### src/rtl/dia_pkg.sv
package dia_pkg;

  localparam int ROWS  = 16;
  localparam int ROW_W = 4;

  typedef enum logic [1:0] {
    MODE_B2  = 2'b00,
    MODE_B4  = 2'b01,
    MODE_B6  = 2'b10,
    MODE_RSV = 2'b11
  } mode_e;

  // rotation group size for a mode; 0 marks the reserved code
  function automatic logic [1:0] grp_size(input mode_e m);
    case (m)
      MODE_B2: grp_size = 2'd1;
      MODE_B4: grp_size = 2'd2;
      MODE_B6: grp_size = 2'd3;
      default: grp_size = 2'd0;
    endcase
  endfunction

  // (a + b) mod g for a, b below g, using a single compare-and-subtract
  function automatic logic [2:0] rot_sum(input logic [1:0] a,
                                         input logic [1:0] b,
                                         input logic [1:0] g);
    logic [2:0] sum;
    sum = {1'b0, a} + {1'b0, b};
    if (sum >= {1'b0, g}) rot_sum = sum - {1'b0, g};
    else                  rot_sum = sum;
  endfunction

  // modulo counter step within a group
  function automatic logic [1:0] mod_step(input logic [1:0] cur,
                                          input logic [1:0] g);
    if (cur == 2'(g - 2'd1)) mod_step = 2'd0;
    else                     mod_step = cur + 2'd1;
  endfunction

endpackage

### src/rtl/dia_front.sv
module dia_front
  import dia_pkg::*;
#(
  parameter int DEPTH_W = 12,
  localparam int COL_W  = DEPTH_W - ROW_W
) (
  input  logic [1:0]         mode_i,
  input  logic [DEPTH_W-1:0] depth_i,
  output logic [COL_W-1:0]   last_col_o,
  output logic [1:0]         gsize_o,
  output logic               cfg_ok_o
);

  logic [COL_W-1:0] ncols;
  logic             grp_ok;

  // the shared divide-by-16 and minus-one stage
  assign ncols      = depth_i[DEPTH_W-1:ROW_W];
  assign last_col_o = ncols - COL_W'(1);
  assign gsize_o    = grp_size(mode_e'(mode_i));

  always_comb begin
    case (gsize_o)
      2'd1:    grp_ok = 1'b1;
      2'd2:    grp_ok = ~ncols[0];
      2'd3:    grp_ok = ((ncols % COL_W'(3)) == '0);
      default: grp_ok = 1'b0;
    endcase
  end

  assign cfg_ok_o = (depth_i[ROW_W-1:0] == '0) && (ncols != '0) && grp_ok;

  // an accepted configuration never carries the reserved mode code
  always_comb begin
    a_cfg_mode_r9: assert (!(cfg_ok_o && mode_i == MODE_RSV));
  end

endmodule

### src/rtl/dia_col_ctr.sv
module dia_col_ctr
  import dia_pkg::*;
#(
  parameter int COL_W = 8
) (
  input  logic             clk,
  input  logic             rst_n,
  input  logic             clr_i,
  input  logic             step_i,
  input  logic [COL_W-1:0] last_col_i,
  input  logic [1:0]       gsize_i,
  output logic [COL_W-1:0] col_idx_o,
  output logic [1:0]       col_mod_o,
  output logic [COL_W-1:0] grp_base_o,
  output logic             at_last_o
);

  assign at_last_o = (col_idx_o == last_col_i);

  always_ff @(posedge clk or negedge rst_n) begin
    if (!rst_n) begin
      col_idx_o  <= '0;
      col_mod_o  <= '0;
      grp_base_o <= '0;
    end else if (clr_i) begin
      col_idx_o  <= '0;
      col_mod_o  <= '0;
      grp_base_o <= '0;
    end else if (step_i) begin
      if (at_last_o) begin
        col_idx_o  <= '0;
        col_mod_o  <= '0;
        grp_base_o <= '0;
      end else begin
        col_idx_o <= col_idx_o + COL_W'(1);
        col_mod_o <= mod_step(col_mod_o, gsize_i);
        if (col_mod_o == 2'(gsize_i - 2'd1))
          grp_base_o <= grp_base_o + COL_W'(gsize_i);
      end
    end
  end

  // the position inside a group stays below the group size
  p_col_mod_bound_r6: assert property (@(posedge clk) disable iff (!rst_n)
    (gsize_i != 2'd0) |-> (col_mod_o < gsize_i));

  // group base plus offset always reconstructs the column index
  p_col_split_r6: assert property (@(posedge clk) disable iff (!rst_n)
    (grp_base_o + COL_W'(col_mod_o)) == col_idx_o);

endmodule

### src/rtl/dia_row_ctr.sv
module dia_row_ctr
  import dia_pkg::*;
(
  input  logic             clk,
  input  logic             rst_n,
  input  logic             clr_i,
  input  logic             step_i,
  input  logic [1:0]       gsize_i,
  output logic [ROW_W-1:0] row_idx_o,
  output logic [1:0]       row_mod_o,
  output logic             at_end_o
);

  assign at_end_o = (row_idx_o == ROW_W'(ROWS - 1));

  always_ff @(posedge clk or negedge rst_n) begin
    if (!rst_n) begin
      row_idx_o <= '0;
      row_mod_o <= '0;
    end else if (clr_i) begin
      row_idx_o <= '0;
      row_mod_o <= '0;
    end else if (step_i) begin
      row_idx_o <= row_idx_o + ROW_W'(1);
      row_mod_o <= at_end_o ? 2'd0 : mod_step(row_mod_o, gsize_i);
    end
  end

  // the row rotation amount stays below the group size
  p_row_mod_bound_r5: assert property (@(posedge clk) disable iff (!rst_n)
    (gsize_i != 2'd0) |-> (row_mod_o < gsize_i));

endmodule

### src/rtl/deintlv_addr_gen.sv
module deintlv_addr_gen
  import dia_pkg::*;
#(
  parameter int DEPTH_W = 12,
  localparam int COL_W  = DEPTH_W - ROW_W
) (
  input  logic               clk,
  input  logic               rst_n,
  input  logic               start_i,
  input  logic [1:0]         mode_i,
  input  logic [DEPTH_W-1:0] depth_i,
  input  logic               ready_i,
  output logic [DEPTH_W-1:0] addr_o,
  output logic               valid_o,
  output logic               last_o,
  output logic               cfg_err_o
);

  // front end outputs
  logic [COL_W-1:0]   last_col_w;
  logic [1:0]         gsize_w;
  logic               cfg_ok_w;

  // latched block configuration
  logic               active_q;
  logic               err_q;
  logic [COL_W-1:0]   last_col_q;
  logic [1:0]         gsize_q;
  logic [DEPTH_W-1:0] depth_q;

  // counter state
  logic [COL_W-1:0]   col_idx, grp_base;
  logic [1:0]         col_mod, row_mod;
  logic [ROW_W-1:0]   row_idx;
  logic               col_at_last, row_at_end;

  // named internal events
  logic               start_ok, start_bad, fire, row_step, block_done;
  logic [2:0]         rot;
  logic [COL_W-1:0]   col_sel;

  dia_front #(.DEPTH_W(DEPTH_W)) u_front (
    .mode_i    (mode_i),
    .depth_i   (depth_i),
    .last_col_o(last_col_w),
    .gsize_o   (gsize_w),
    .cfg_ok_o  (cfg_ok_w)
  );

  assign start_ok   = start_i & ~active_q & cfg_ok_w;
  assign start_bad  = start_i & ~active_q & ~cfg_ok_w;
  assign fire       = active_q & ready_i;
  assign row_step   = fire & col_at_last;
  assign block_done = row_step & row_at_end;

  always_ff @(posedge clk or negedge rst_n) begin
    if (!rst_n) begin
      active_q   <= 1'b0;
      err_q      <= 1'b0;
      last_col_q <= '0;
      gsize_q    <= 2'd1;
      depth_q    <= '0;
    end else if (start_ok) begin
      active_q   <= 1'b1;
      err_q      <= 1'b0;
      last_col_q <= last_col_w;
      gsize_q    <= gsize_w;
      depth_q    <= depth_i;
    end else if (start_bad) begin
      err_q      <= 1'b1;
    end else if (block_done) begin
      active_q   <= 1'b0;
    end
  end

  dia_col_ctr #(.COL_W(COL_W)) u_col (
    .clk       (clk),
    .rst_n     (rst_n),
    .clr_i     (start_ok),
    .step_i    (fire),
    .last_col_i(last_col_q),
    .gsize_i   (gsize_q),
    .col_idx_o (col_idx),
    .col_mod_o (col_mod),
    .grp_base_o(grp_base),
    .at_last_o (col_at_last)
  );

  dia_row_ctr u_row (
    .clk      (clk),
    .rst_n    (rst_n),
    .clr_i    (start_ok),
    .step_i   (row_step),
    .gsize_i  (gsize_q),
    .row_idx_o(row_idx),
    .row_mod_o(row_mod),
    .at_end_o (row_at_end)
  );

  // intra-group rotation and address assembly: column above, row below
  assign rot       = rot_sum(col_mod, row_mod, gsize_q);
  assign col_sel   = grp_base + COL_W'(rot);
  assign addr_o    = {col_sel, row_idx};
  assign valid_o   = active_q;
  assign last_o    = active_q & col_at_last & row_at_end;
  assign cfg_err_o = err_q;

  p_first_addr_zero_r2: assert property (@(posedge clk) disable iff (!rst_n)
    $rose(valid_o) |-> (addr_o == '0));

  p_addr_in_block_r6: assert property (@(posedge clk) disable iff (!rst_n)
    valid_o |-> (addr_o < depth_q));

  p_last_with_valid_r7: assert property (@(posedge clk) disable iff (!rst_n)
    last_o |-> valid_o);

  p_idle_after_last_r7: assert property (@(posedge clk) disable iff (!rst_n)
    (valid_o && ready_i && last_o) |=> !valid_o);

  p_hold_when_stalled_r8: assert property (@(posedge clk) disable iff (!rst_n)
    (valid_o && !ready_i) |=> (valid_o && $stable(addr_o) && $stable(last_o)));

  p_err_blocks_r9: assert property (@(posedge clk) disable iff (!rst_n)
    cfg_err_o |-> !valid_o);

  p_no_abort_r10: assert property (@(posedge clk) disable iff (!rst_n)
    (valid_o && !last_o) |=> valid_o);

  p_err_kept_busy_r10: assert property (@(posedge clk) disable iff (!rst_n)
    valid_o |=> $stable(cfg_err_o));

endmodule

### config.mk
export PLATFORM = sky130hd
export DESIGN_NAME = deintlv_addr_gen
export DESIGN_NICKNAME = d
export VERILOG_FILES = /design/src/rtl/dia_pkg.sv /design/src/rtl/dia_front.sv /design/src/rtl/dia_col_ctr.sv /design/src/rtl/dia_row_ctr.sv /design/src/rtl/deintlv_addr_gen.sv
export SDC_FILE = /design/constraint.sdc
export NUM_CORES = 1
export LEC_CHECK = 0
export ABC_CLOCK_PERIOD_IN_PS = 4300
export BUFFER_PORTS_ARGS = -buffer_cell sky130_fd_sc_hd__buf_2
export CORE_MARGIN = 10
export CORE_UTILIZATION = 50
export CTS_CLUSTER_DIAMETER = 100
export DETAILED_ROUTE_END_ITERATION = 10
export PLACE_DENSITY = 0.83
export SLEW_MARGIN = 30
export SYNTH_ARGS = -nofsm -noshare
export SYNTH_HDL_FRONTEND = slang
export SYNTH_SLANG_ARGS = --single-unit
### constraint.sdc
create_clock -name clk -period 4.3 [get_ports clk]
set_clock_uncertainty 0.15 [all_clocks]
set_input_delay 1.075 -clock clk [delete_from_list [all_inputs] [get_ports clk]]
set_output_delay 1.075 -clock clk [all_outputs]
set_load 0.05 [all_outputs]
* Word-level counts from Yosys, hierarchy flattened *
Cells that the tools add are included.

word-level totals
  flip-flop bits (word level) = 36
  latch bits = 0
  RAM bits = 0
  ROM bits = 0
  memories kept = 0

cells by class
  add/sub/neg operators = 10
  $mul = 0
  divide/modulo/power cells = 1
  order comparisons = 1
  eq/ne operators = 10
  shift operators = 0
  muxes and demuxes = 25
  bitwise logic cells = 11
  reduce and logical (&&, ||, !) cells = 13

operators with widths
  operator                                                            number
  8-bit two-way mux                                                   7
  2-bit two-way mux                                                   8
  8-bit by 1-bit adder with 8-bit output, second input constant       1
  8-bit by 2-bit adder with 8-bit output                              1
  8-bit by 3-bit adder with 8-bit output                              1
  1-bit bitwise AND                                                   8
  8-bit == test                                                       1
  8-bit logical NOT                                                   1
  8-bit by 2-bit modulo with 8-bit output, second input constant      1
  4-bit two-way mux                                                   2
  2-bit nonzero test                                                  4
  8-bit nonzero test                                                  1
  8-bit by 1-bit subtractor with 8-bit output, second input constant  1
  2-bit == test, second input constant                                3
  2-bit one-hot mux with 3 select lines                               1
  1-bit two-way mux                                                   5
  2-bit by 1-bit adder with 2-bit output, second input constant       2
  4-bit by 1-bit adder with 4-bit output, second input constant       1
  2-bit by 1-bit == test with 1-bit output, second input constant     2
  2-bit == test                                                       2
  4-bit == test, second input constant                                1
  4-bit logical NOT                                                   1
  2-bit AND reduction                                                 2
  2-bit by 2-bit adder with 3-bit output                              1
  other kinds (10)                                                    13

* Logic depth before layout (Yosys ltp) *
Gate-level depths: netlist of the first run.

  depth after elaboration = 9
  mapped depth = 21

* Cells and area by module *
From an unflattened synthesis of the first run, not the netlist that was laid out.

second synthesis, totals
  cell total of the unflattened synthesis = 382
  area total of the unflattened synthesis = 3475.8 µm²

modules (own cells, without submodules)
  module            times used  cells each  area each (µm²)  sequential area each (µm²)
  dia_col_ctr       1           123         1162.4           450.4
  dia_front         1           158         1144.8           0.0
  deintlv_addr_gen  1           68          848.3            301.5
  dia_row_ctr       1           33          320.3            150.1

* Worst setup path after synthesis of the first run *
Ideal clock, no wire load.

  kind = input to register
  from = input port depth_i[11]
  to = register err_q, in the netlist cfg_err_o
  library setup time = 0.121 ns
  arrival = 4.574 ns
  slack = -0.545 ns
  stages = 19
  cells stage by stage = clkbuf_2 and4b_4 a221oi_1 a21oi_1 nor2_1 inv_1 ha_1 nor3_2 and3_1 nor2_1 ha_1 nor3_1 a21o_2 o211a_1 o21ai_0 nand2_1 buf_2 buf_2 nor2_1

on the way
  cells in the longest elaborated chain, start to end = 7
  elaborated cells on any way between the ends = 11

ends and longest elaborated chain
  what                                     RTL line                RTL
  start: declaration                       deintlv_addr_gen.sv:11  input logic [DEPTH_W-1:0] depth_i,
  8-bit by 2-bit modulo with 8-bit output  dia_front.sv:26         2'd3: grp_ok = ((ncols % COL_W'(3)) == '0);
  8-bit logical NOT                        dia_front.sv:26
  1-bit one-hot mux with 3 select lines    dia_front.sv:23         case (gsize_o)
  1-bit logical AND (*)                    dia_front.sv:31         assign cfg_ok_o = (depth_i[ROW_W-1:0] == '0) && (ncols != '0) && grp_ok;
  1-bit NOT                                deintlv_addr_gen.sv:51  assign start_bad = start_i & ~active_q & ~cfg_ok_w;
  1-bit bitwise AND                        deintlv_addr_gen.sv:51
  2-bit nonzero test (no source line)      --
  end signal: assignment                   deintlv_addr_gen.sv:59  err_q <= 1'b0;
  end signal: assignment                   deintlv_addr_gen.sv:65  err_q <= 1'b0;
  end signal: assignment                   deintlv_addr_gen.sv:70  err_q <= 1'b1;
  end: declaration                         deintlv_addr_gen.sv:26  logic err_q;

Every way passes the cells marked *; elsewhere a longest branch is shown, timed or not.
A chain may end at the register's enable or synchronous reset.

* Final worst setup path of the first run *
  from = register u_col.col_mod_o[0]
  to = output port addr_o[7]

on the way
  cells in the longest elaborated chain, start to end = 4
  elaborated cells on any way between the ends = 5

ends and longest elaborated chain
  what                                                                                                           RTL line                 RTL
  start: declaration                                                                                             dia_col_ctr.sv:13        output logic [1:0] col_mod_o,
  start signal: assignment                                                                                       dia_col_ctr.sv:36        col_mod_o <= mod_step(col_mod_o, gsize_i);
  2-bit by 2-bit adder with 3-bit output (*)                                                                     dia_pkg.sv:28            sum = {1'b0, a} + {1'b0, b};
  3-bit by 2-bit subtractor with 3-bit output or 3-bit by 2-bit >= comparator with 1-bit output (tied branches)  dia_pkg.sv:29            if (sum >= {1'b0, g}) rot_sum = sum - {1'b0, g};
  3-bit two-way mux (*)                                                                                          dia_pkg.sv:29
  8-bit by 3-bit adder with 8-bit output (*)                                                                     deintlv_addr_gen.sv:102  assign col_sel = grp_base + COL_W'(rot);
  end: declaration                                                                                               deintlv_addr_gen.sv:13   output logic [DEPTH_W-1:0] addr_o,

Marks and branches as above.

==> impl_metrics.ini, run 1 <==
[synthesis]
ys_types = 63
synth_nets = 367
netlist.top_cell.by_area = dfrtp_1
ys_seq_area_share_pct = 30.9
syn_area_per_cell_sq_um = 8.95
yosys_warnings = 0
synth_edf_count = 0
synth_ff_type = dfrtp_1
syn_inst = 326
syn-cell-area_sq_mm = 0.00292
synth_area_leaders = dfrtp_1 (30%), ha_1 (8.1%), xnor2_1 (5.1%), o21ai_0 (4.3%), nand2_1 (4.0%)
async_flop_share_pct = 100
synth_top_area_share_pct = 30.0
ys_ff_latch = 36

[cells_and_area]
design_area_sq_mm = 0.00392
layout_common_cells = buf_4 (40), dfrtp_1 (35), nand2_1 (27)
area_delta_synth_final_pct = 34.2
final_common_cell = buf_4
antennaDiodeCount = 0
drive_gt1_share_pct = 37.0
nNetsFinal = 440
instances_no_fill = 472
n_fill_cell = 391

[clock_tree]
cts.sinks = 36
clockRootBuffer = clkbuf_8
clock_path_buffers = 2
cts_buffers = 5
cts.clk_slew.worst_paths_ns = 0.08
cts_tree = done
holdBufCountCts = 0
clock_latency_ns = 0.29
htree_levels = 2

[sta]
max_clock_freq_mhz = 219
relSlewSlack_pct = 47.1
setup_viol = 6
hold_viol = 0
worst_pin_slew_ns = 0.794
slew_viol_final = 0
whs_ns = 0.392
post-route-min-period_ns = 4.56
worst_slack_ns = -0.263
period_share_pct = 106
rsz0062_at_grt = true

[floorplanning]
die_height_microns = 96.4
die-area_sq_mm = 0.00929
start_util_pct = 52.4
rows = 27
ioPinCount = 33
die_w_microns = 96.4
core-area_sq_mm = 0.00557

[worst_setup_path]
critPathRequiredTime_ns = 3.07
critPathKind = reg2out
critPathSlowestCell = fa_2
cp_top_family = adder cells
cp.arrival_ns = 3.34
cp_num_buf_inv = 2
worst_setup_path_start_kind = flop
cp_cell_sequence = ha_2, fa_2, ha_4, a211oi_4, mux2i_2, ha_1, a21o_1, a21oi_4, buf_6, xnor2_2, buf_6
crit_path_end_kind = primary output
crit_top_cell = buf_6
max_stage_delay_ns = 0.56
cp_max_fo = 3

[routing]
viasPerCell = 5.70
drtIter0Drc = 158
drtAntennaViolNets = 0
wl_per_cell_microns = 15.5
wl_microns = 7320
firstDrtPassIters = 4
num_vias = 2690
drc_errors = 0

[grt]
grt_pass1_vias = 2751
overflow = 0
grt_pass1_wl_microns = 12400
grt_max_degree = 37
grtUsageTotal_pct = 16.3
antenna_found_initial = 0

[power_and_ir_drop]
p_leak_nw = 1.78
power_per_cell_area_mw_per_mm2 = 693
irDropWorstVdd_v = 0.00102

[hold_path]
min_path_type = reg2reg

[job]
drv_cap = 0

[placement]
dp.cells = 456
post-place-ws_ns = -0.238
io_buffers = 32
hpwl_microns = 5470
gp_congestion = 0.906
place_area_sq_mm = 0.00357

[status]
violations = setup timing
status = complete, but fails checks
## power by group
part           switching, mW  internal [mW]  total, mW  leakage [nW]
sequential            0.0943          0.419      0.513         0.463
combinational           1.04          0.863       1.90          1.26
clock                  0.128          0.172      0.300        0.0541
## through the flow
step	TNS, ns	power (mW)	utilization [%]
after global routing	-2.14	2.89	70.3
after global placement	-0.592	1.92	64.0
after floorplan	-2.11	1.59	-
final	-1.19	2.72	70.3
after CTS	-1.28	2.57	68.4
after detailed placement	-3.59	1.97	64.0
## kinds of logic after synthesis
kind of cell | Yosys count | synth area share (%)
adders and majority gates | 23 | 10.9
muxes | 11 | 4.07
xor gates and xnor gates | 29 | 8.96
DFF | 36 | 30.9
buffers and inverters | 26 | 4.24
and+or+nand+nor | 118 | 21.1
AOI/OAI and AO/OA | 83 | 19.8
## Yosys cell counts, types with 2 or more instances
library cell / number
inv_1: 14
nand3b_1: 6
nor3_1: 5
and2_1: 5
nor2b_1: 4
buf_2: 5
dfrtp_1: 35
buf_6: 2
mux2i_1: 4
nor2_1: 28
a31oi_1: 4
a21o_1: 5
o211a_1: 2
a211oi_1: 6
nor3b_1: 2
or3_1: 5
o211ai_1: 2
a221oi_1: 2
o2bb2ai_1: 2
o21ai_0: 25
nand3_1: 7
or2_2: 3
nand2_1: 31
xor2_1: 11
a21oi_1: 17
nor4_1: 2
xnor2_1: 17
and3_1: 7
mux2_2: 7
ha_1: 19
fa_1: 4
clkbuf_1: 3
a2bb2oi_1: 2
nand4_1: 4
## path summary, 6_finish.rpt
check                                   start             endpoint  slack [ns]  depth (start not counted)
max                        u_col.col_mod_o[0]            addr_o[7]       -0.26                         11
min                                 cfg_err_o            cfg_err_o        0.39                          2
max reg2reg                        gsize_q[1]  u_col.grp_base_o[7]        1.48                         10
min reg2reg                         cfg_err_o            cfg_err_o        0.39                          2
max in group asynchronous               rst_n        last_col_q[3]        2.78                          1
min in group asynchronous               rst_n   u_row.row_idx_o[3]        0.71                          1
## tightest hold or removal path, cell delays in order (launching register included)
cell and delay [ns]:
dfrtp_1 0.36, nor2_1 0.05, nor2_1 0.09
## metal layers
layer | wire, microns | up-vias | share of wire, % | global-route usage (%)
li1 | - | 1312 | - | -
met1 | 3050 | 1305 | 42 | 19.4
met2 | 3880 | 59 | 53 | 29.0
met3 | 241 | 14 | 3.3 | 2.70
met4 | 144 | 0 | 2.0 | 5.57
met5 | 0 | - | 0 | 0
## registers in the layout, summed over array words and instances, names as in the netlist
register / cells
valid_o: 1
u_row.row_idx_o: 4
cfg_err_o: 1
u_row.row_mod_o: 2
u_col.grp_base_o: 8
last_col_q: 8
u_col.col_idx_o: 8
u_col.col_mod_o: 2
gsize_q: 2
## cell type report
class                   count  area (sq um)  share of cell area [%]
multi-input cells         264          2160                    55.1
flip-flops and latches     36           902                    23.0
repair buffers             78           604                    15.4
well taps                  72          90.1                    2.30
clock buffers               5          68.8                    1.76
inverters                  14          52.6                    1.34
clock inverters             3          42.5                    1.09
## timing repair
action	CTS	global route
gates cloned	0	0
setup buffers	4	5
gates resized for setup	28	20
pin swaps	6	15
setup endpoints to repair	7	35
Power figures use the tool's default switching activity.
==> run 2: changes to the inputs <==
--- a/config.mk
+++ b/config.mk
@@ -7,12 +7,13 @@
 export LEC_CHECK = 0
 export ABC_CLOCK_PERIOD_IN_PS = 4300
 export BUFFER_PORTS_ARGS = -buffer_cell sky130_fd_sc_hd__buf_2
-export CORE_MARGIN = 10
+export CORE_MARGIN = 2
 export CORE_UTILIZATION = 50
 export CTS_CLUSTER_DIAMETER = 100
 export DETAILED_ROUTE_END_ITERATION = 10
-export PLACE_DENSITY = 0.83
+export PLACE_DENSITY = 0.82
 export SLEW_MARGIN = 30
 export SYNTH_ARGS = -nofsm -noshare
 export SYNTH_HDL_FRONTEND = slang
+export SYNTH_HIERARCHICAL = 1
 export SYNTH_SLANG_ARGS = --single-unit
==> run 2 against run 1 <==
Net effect:
- the flow still finishes with violations (setup timing)
- register-to-register slack gained 0.07 ns
- sequential share of layout area fell by 4.9 points
- final cell count grew 21%
- design area up 27%
- core utilization grew 3.4 points
- worst setup slack got worse by 0.37 ns
- clock-buffer cell count unchanged
- critical path depth increased by 12
- clock power down 15%
- via count grew 31%
- sequential power fell by 5.5%
- largest cell class unchanged
- highest routed layer unchanged
==> impl_metrics.ini, run 2 <==
[routing]
viasPerCell = 6.21
drc_errors = 0
num_vias = 3537
wl_microns = 10200
drtIter0Drc = 193
firstDrtPassIters = 6
wl_per_cell_microns = 17.9
drtAntennaViolNets = 0

[worst_setup_path]
critPathKind = in2reg
cp_max_fo = 5
cp.arrival_ns = 5.01
crit_path_end_kind = flop
worst_setup_path_start_kind = input pin
critPathRequiredTime_ns = 4.37

[cells_and_area]
drive_gt1_share_pct = 44.3
instances_no_fill = 570
nNetsFinal = 530
final_common_cell = buf_4
antennaDiodeCount = 0
area_delta_synth_final_pct = 43.2
largestRegisters = last_col_q (8), u_col/col_idx_o (8), u_col/grp_base_o (8)
utilization_pct = 73.7
layout_common_cells = buf_4 (68), dfrtp_1 (35), buf_6 (24)
n_fill_cell = 444

[clock_tree]
cts.sinks = 36
clock_path_buffers = 2
htree_levels = 2
holdBufCountCts = 0
cts_tree = done
cts.clk_slew.worst_paths_ns = 0.08
clockRootBuffer = clkbuf_8
cts_buffers = 5
clock_latency_ns = 0.30

[synthesis]
ys_ff_latch = 36
synth_edf_count = 0
synth_nets = 423
ys_types = 77
synth_common_cells = dfrtp_1 (35), nor2_1 (26), nand2_1 (25)
syn-cell-area_sq_mm = 0.00348
synth_ff_type = dfrtp_1
async_flop_share_pct = 100
synth.most_common_cell = dfrtp_1
netlist.top_cell.by_area = dfrtp_1
synth_area_leaders = dfrtp_1 (25%), ha_1 (6.8%), xor2_1 (5.0%), mux2_4 (3.5%), nor2_1 (2.8%)
syn_area_per_cell_sq_um = 9.10
ys_seq_area_share_pct = 26.0
syn_inst = 382
synth_top_area_share_pct = 25.2
yosys_warnings = 6

[sta]
worst_pin_slew_ns = 0.820
post-route-min-period_ns = 4.93
relSlewSlack_pct = 45.3
worst_slack_ns = -0.633
hold_viol = 0
rsz0062_at_grt = true
slew_viol_final = 0
period_share_pct = 115
setup_viol = 41
max_clock_freq_mhz = 203

[hold_path]
min_path_type = reg2reg

[placement]
dp.cells = 536
io_buffers = 32
gp_congestion = 0.932
hpwl_microns = 6470

[power_and_ir_drop]
pwr-share-clk_pct = 12.2
power.switching_uw = 956
internal-power_mw = 1.12
p_seq_share_pct = 23.4
swShare_pct = 46.1
combPwrFrac_pct = 64.4
irDropWorstVdd_v = 0.000294
p_leak_nw = 2.28
power_per_cell_area_mw_per_mm2 = 417

[floorplanning]
ioPinCount = 33
rows = 30
die_height_microns = 87.4
core-area_sq_mm = 0.00676
die-area_sq_mm = 0.00763
die_w_microns = 87.4
start_util_pct = 51.4

[job]
drv_cap = 0

[grt]
grtUsageTotal_pct = 25.0
overflow = 0
grt_pass1_wl_microns = 15200
grt_pass1_vias = 3379
antenna_found_initial = 0
grt_max_degree = 37

[status]
status = complete, but fails checks
violations = setup timing
[run 2: critical path, stage by stage]
cell and delay (ns):
buf_12 0.11, buf_6 0.10, nand3b_1 0.12, nand2_2 0.08, o211ai_1 0.21, nand3_1 0.14
ha_2 0.23, a221oi_4 0.20, and2_4 0.20, nand2_4 0.06, xnor2_4 0.13, ha_4 0.17
or3_4 0.34, o22ai_4 0.21, o211ai_1 0.15, a2bb2oi_2 0.22, o31ai_4 0.11, nand3b_4 0.13
clkinvlp_4 0.13, buf_6 0.15, a21o_4 0.21, or4_4 0.40, o21ai_1 0.09
[run 2: repair_timing]
action	4_1_cts	5_1_grt
endpoints found under the hold margin	0	0
setup buffers	12	17
gates cloned	1	2
pin swaps	27	39
setup endpoints to repair	36	42
resized for setup	68	49
[run 2: metal layers]
metal	global-route usage (%)	up-vias	part of all wire (%)
met4	9.65	0	3.3
met2	45.4	173	52
met1	29.4	1715	39
met5	0	-	0
li1	-	1612	-
met3	3.60	37	5.4
[run 2: cell type report]
cell class	instances	area, sq um	area share, %
Clock buffer	5	68.8	1.38
Clock inverter	3	23.8	0.478
Sequential cell	36	902	18.1
Tap cell	80	100	2.01
Inverter	23	90.1	1.81
Multi-Input combinational cell	304	2760	55.4
Timing Repair Buffer	119	1030	20.8
[run 2: kinds of logic (layout without fill, tap and decap cells)]
logic type	after synthesis	in the layout	share of synthesized area (%)
compound gates	93	93	20.2
xor+xnor	32	32	8.60
fa+ha+maj	23	23	9.14
buf+inv	42	150	6.66
flops	36	36	26.0
mux	21	21	7.34
simple gates	135	135	22.1
[run 2: power by group through the flow]
stage	registers (mW)	clock network, mW	logic [mW]
after floorplan	0.500	0	0.773
after global placement	0.480	0	1.01
after detailed placement	0.485	0	1.05
after CTS	0.480	0.254	1.21
after global routing	0.495	0.268	1.43
final	0.485	0.254	1.34
[run 2: metrics by stage]
| step | setup slack (ns) | power, mW | area (sq um) | hold slack, ns | TNS (ns) |
|---|---|---|---|---|---|
| after floorplan | -0.912 | 1.27 | 3620 | 0.348 | -16.43 |
| after global placement | -0.789 | 1.49 | 4170 | 0.357 | -17.29 |
| after detailed placement | -0.890 | 1.53 | 4170 | 0.351 | -20.47 |
| after CTS | -0.395 | 1.94 | 4630 | 0.386 | -5.48 |
| after global routing | -0.725 | 2.19 | 4980 | 0.419 | -16.27 |
| final | -0.633 | 2.07 | 4980 | 0.384 | -12.61 |
[run 2: path summary, 6_finish.rpt]
kind	slack (ns)	end	cells past startpoint	startpoint
hold reg to reg	0.38	last_col_q[7]	1	last_col_q[7]
setup / recovery	-0.63	u_col/col_idx_o[7]	23	depth_i[9]
hold / removal	0.38	last_col_q[7]	1	last_col_q[7]
max in group asynchronous	2.76	u_col/col_idx_o[6]	1	rst_n
min in group asynchronous	0.72	u_col/col_mod_o[1]	1	rst_n
setup reg to reg	1.55	u_row/row_idx_o[3]	8	u_col/col_idx_o[4]
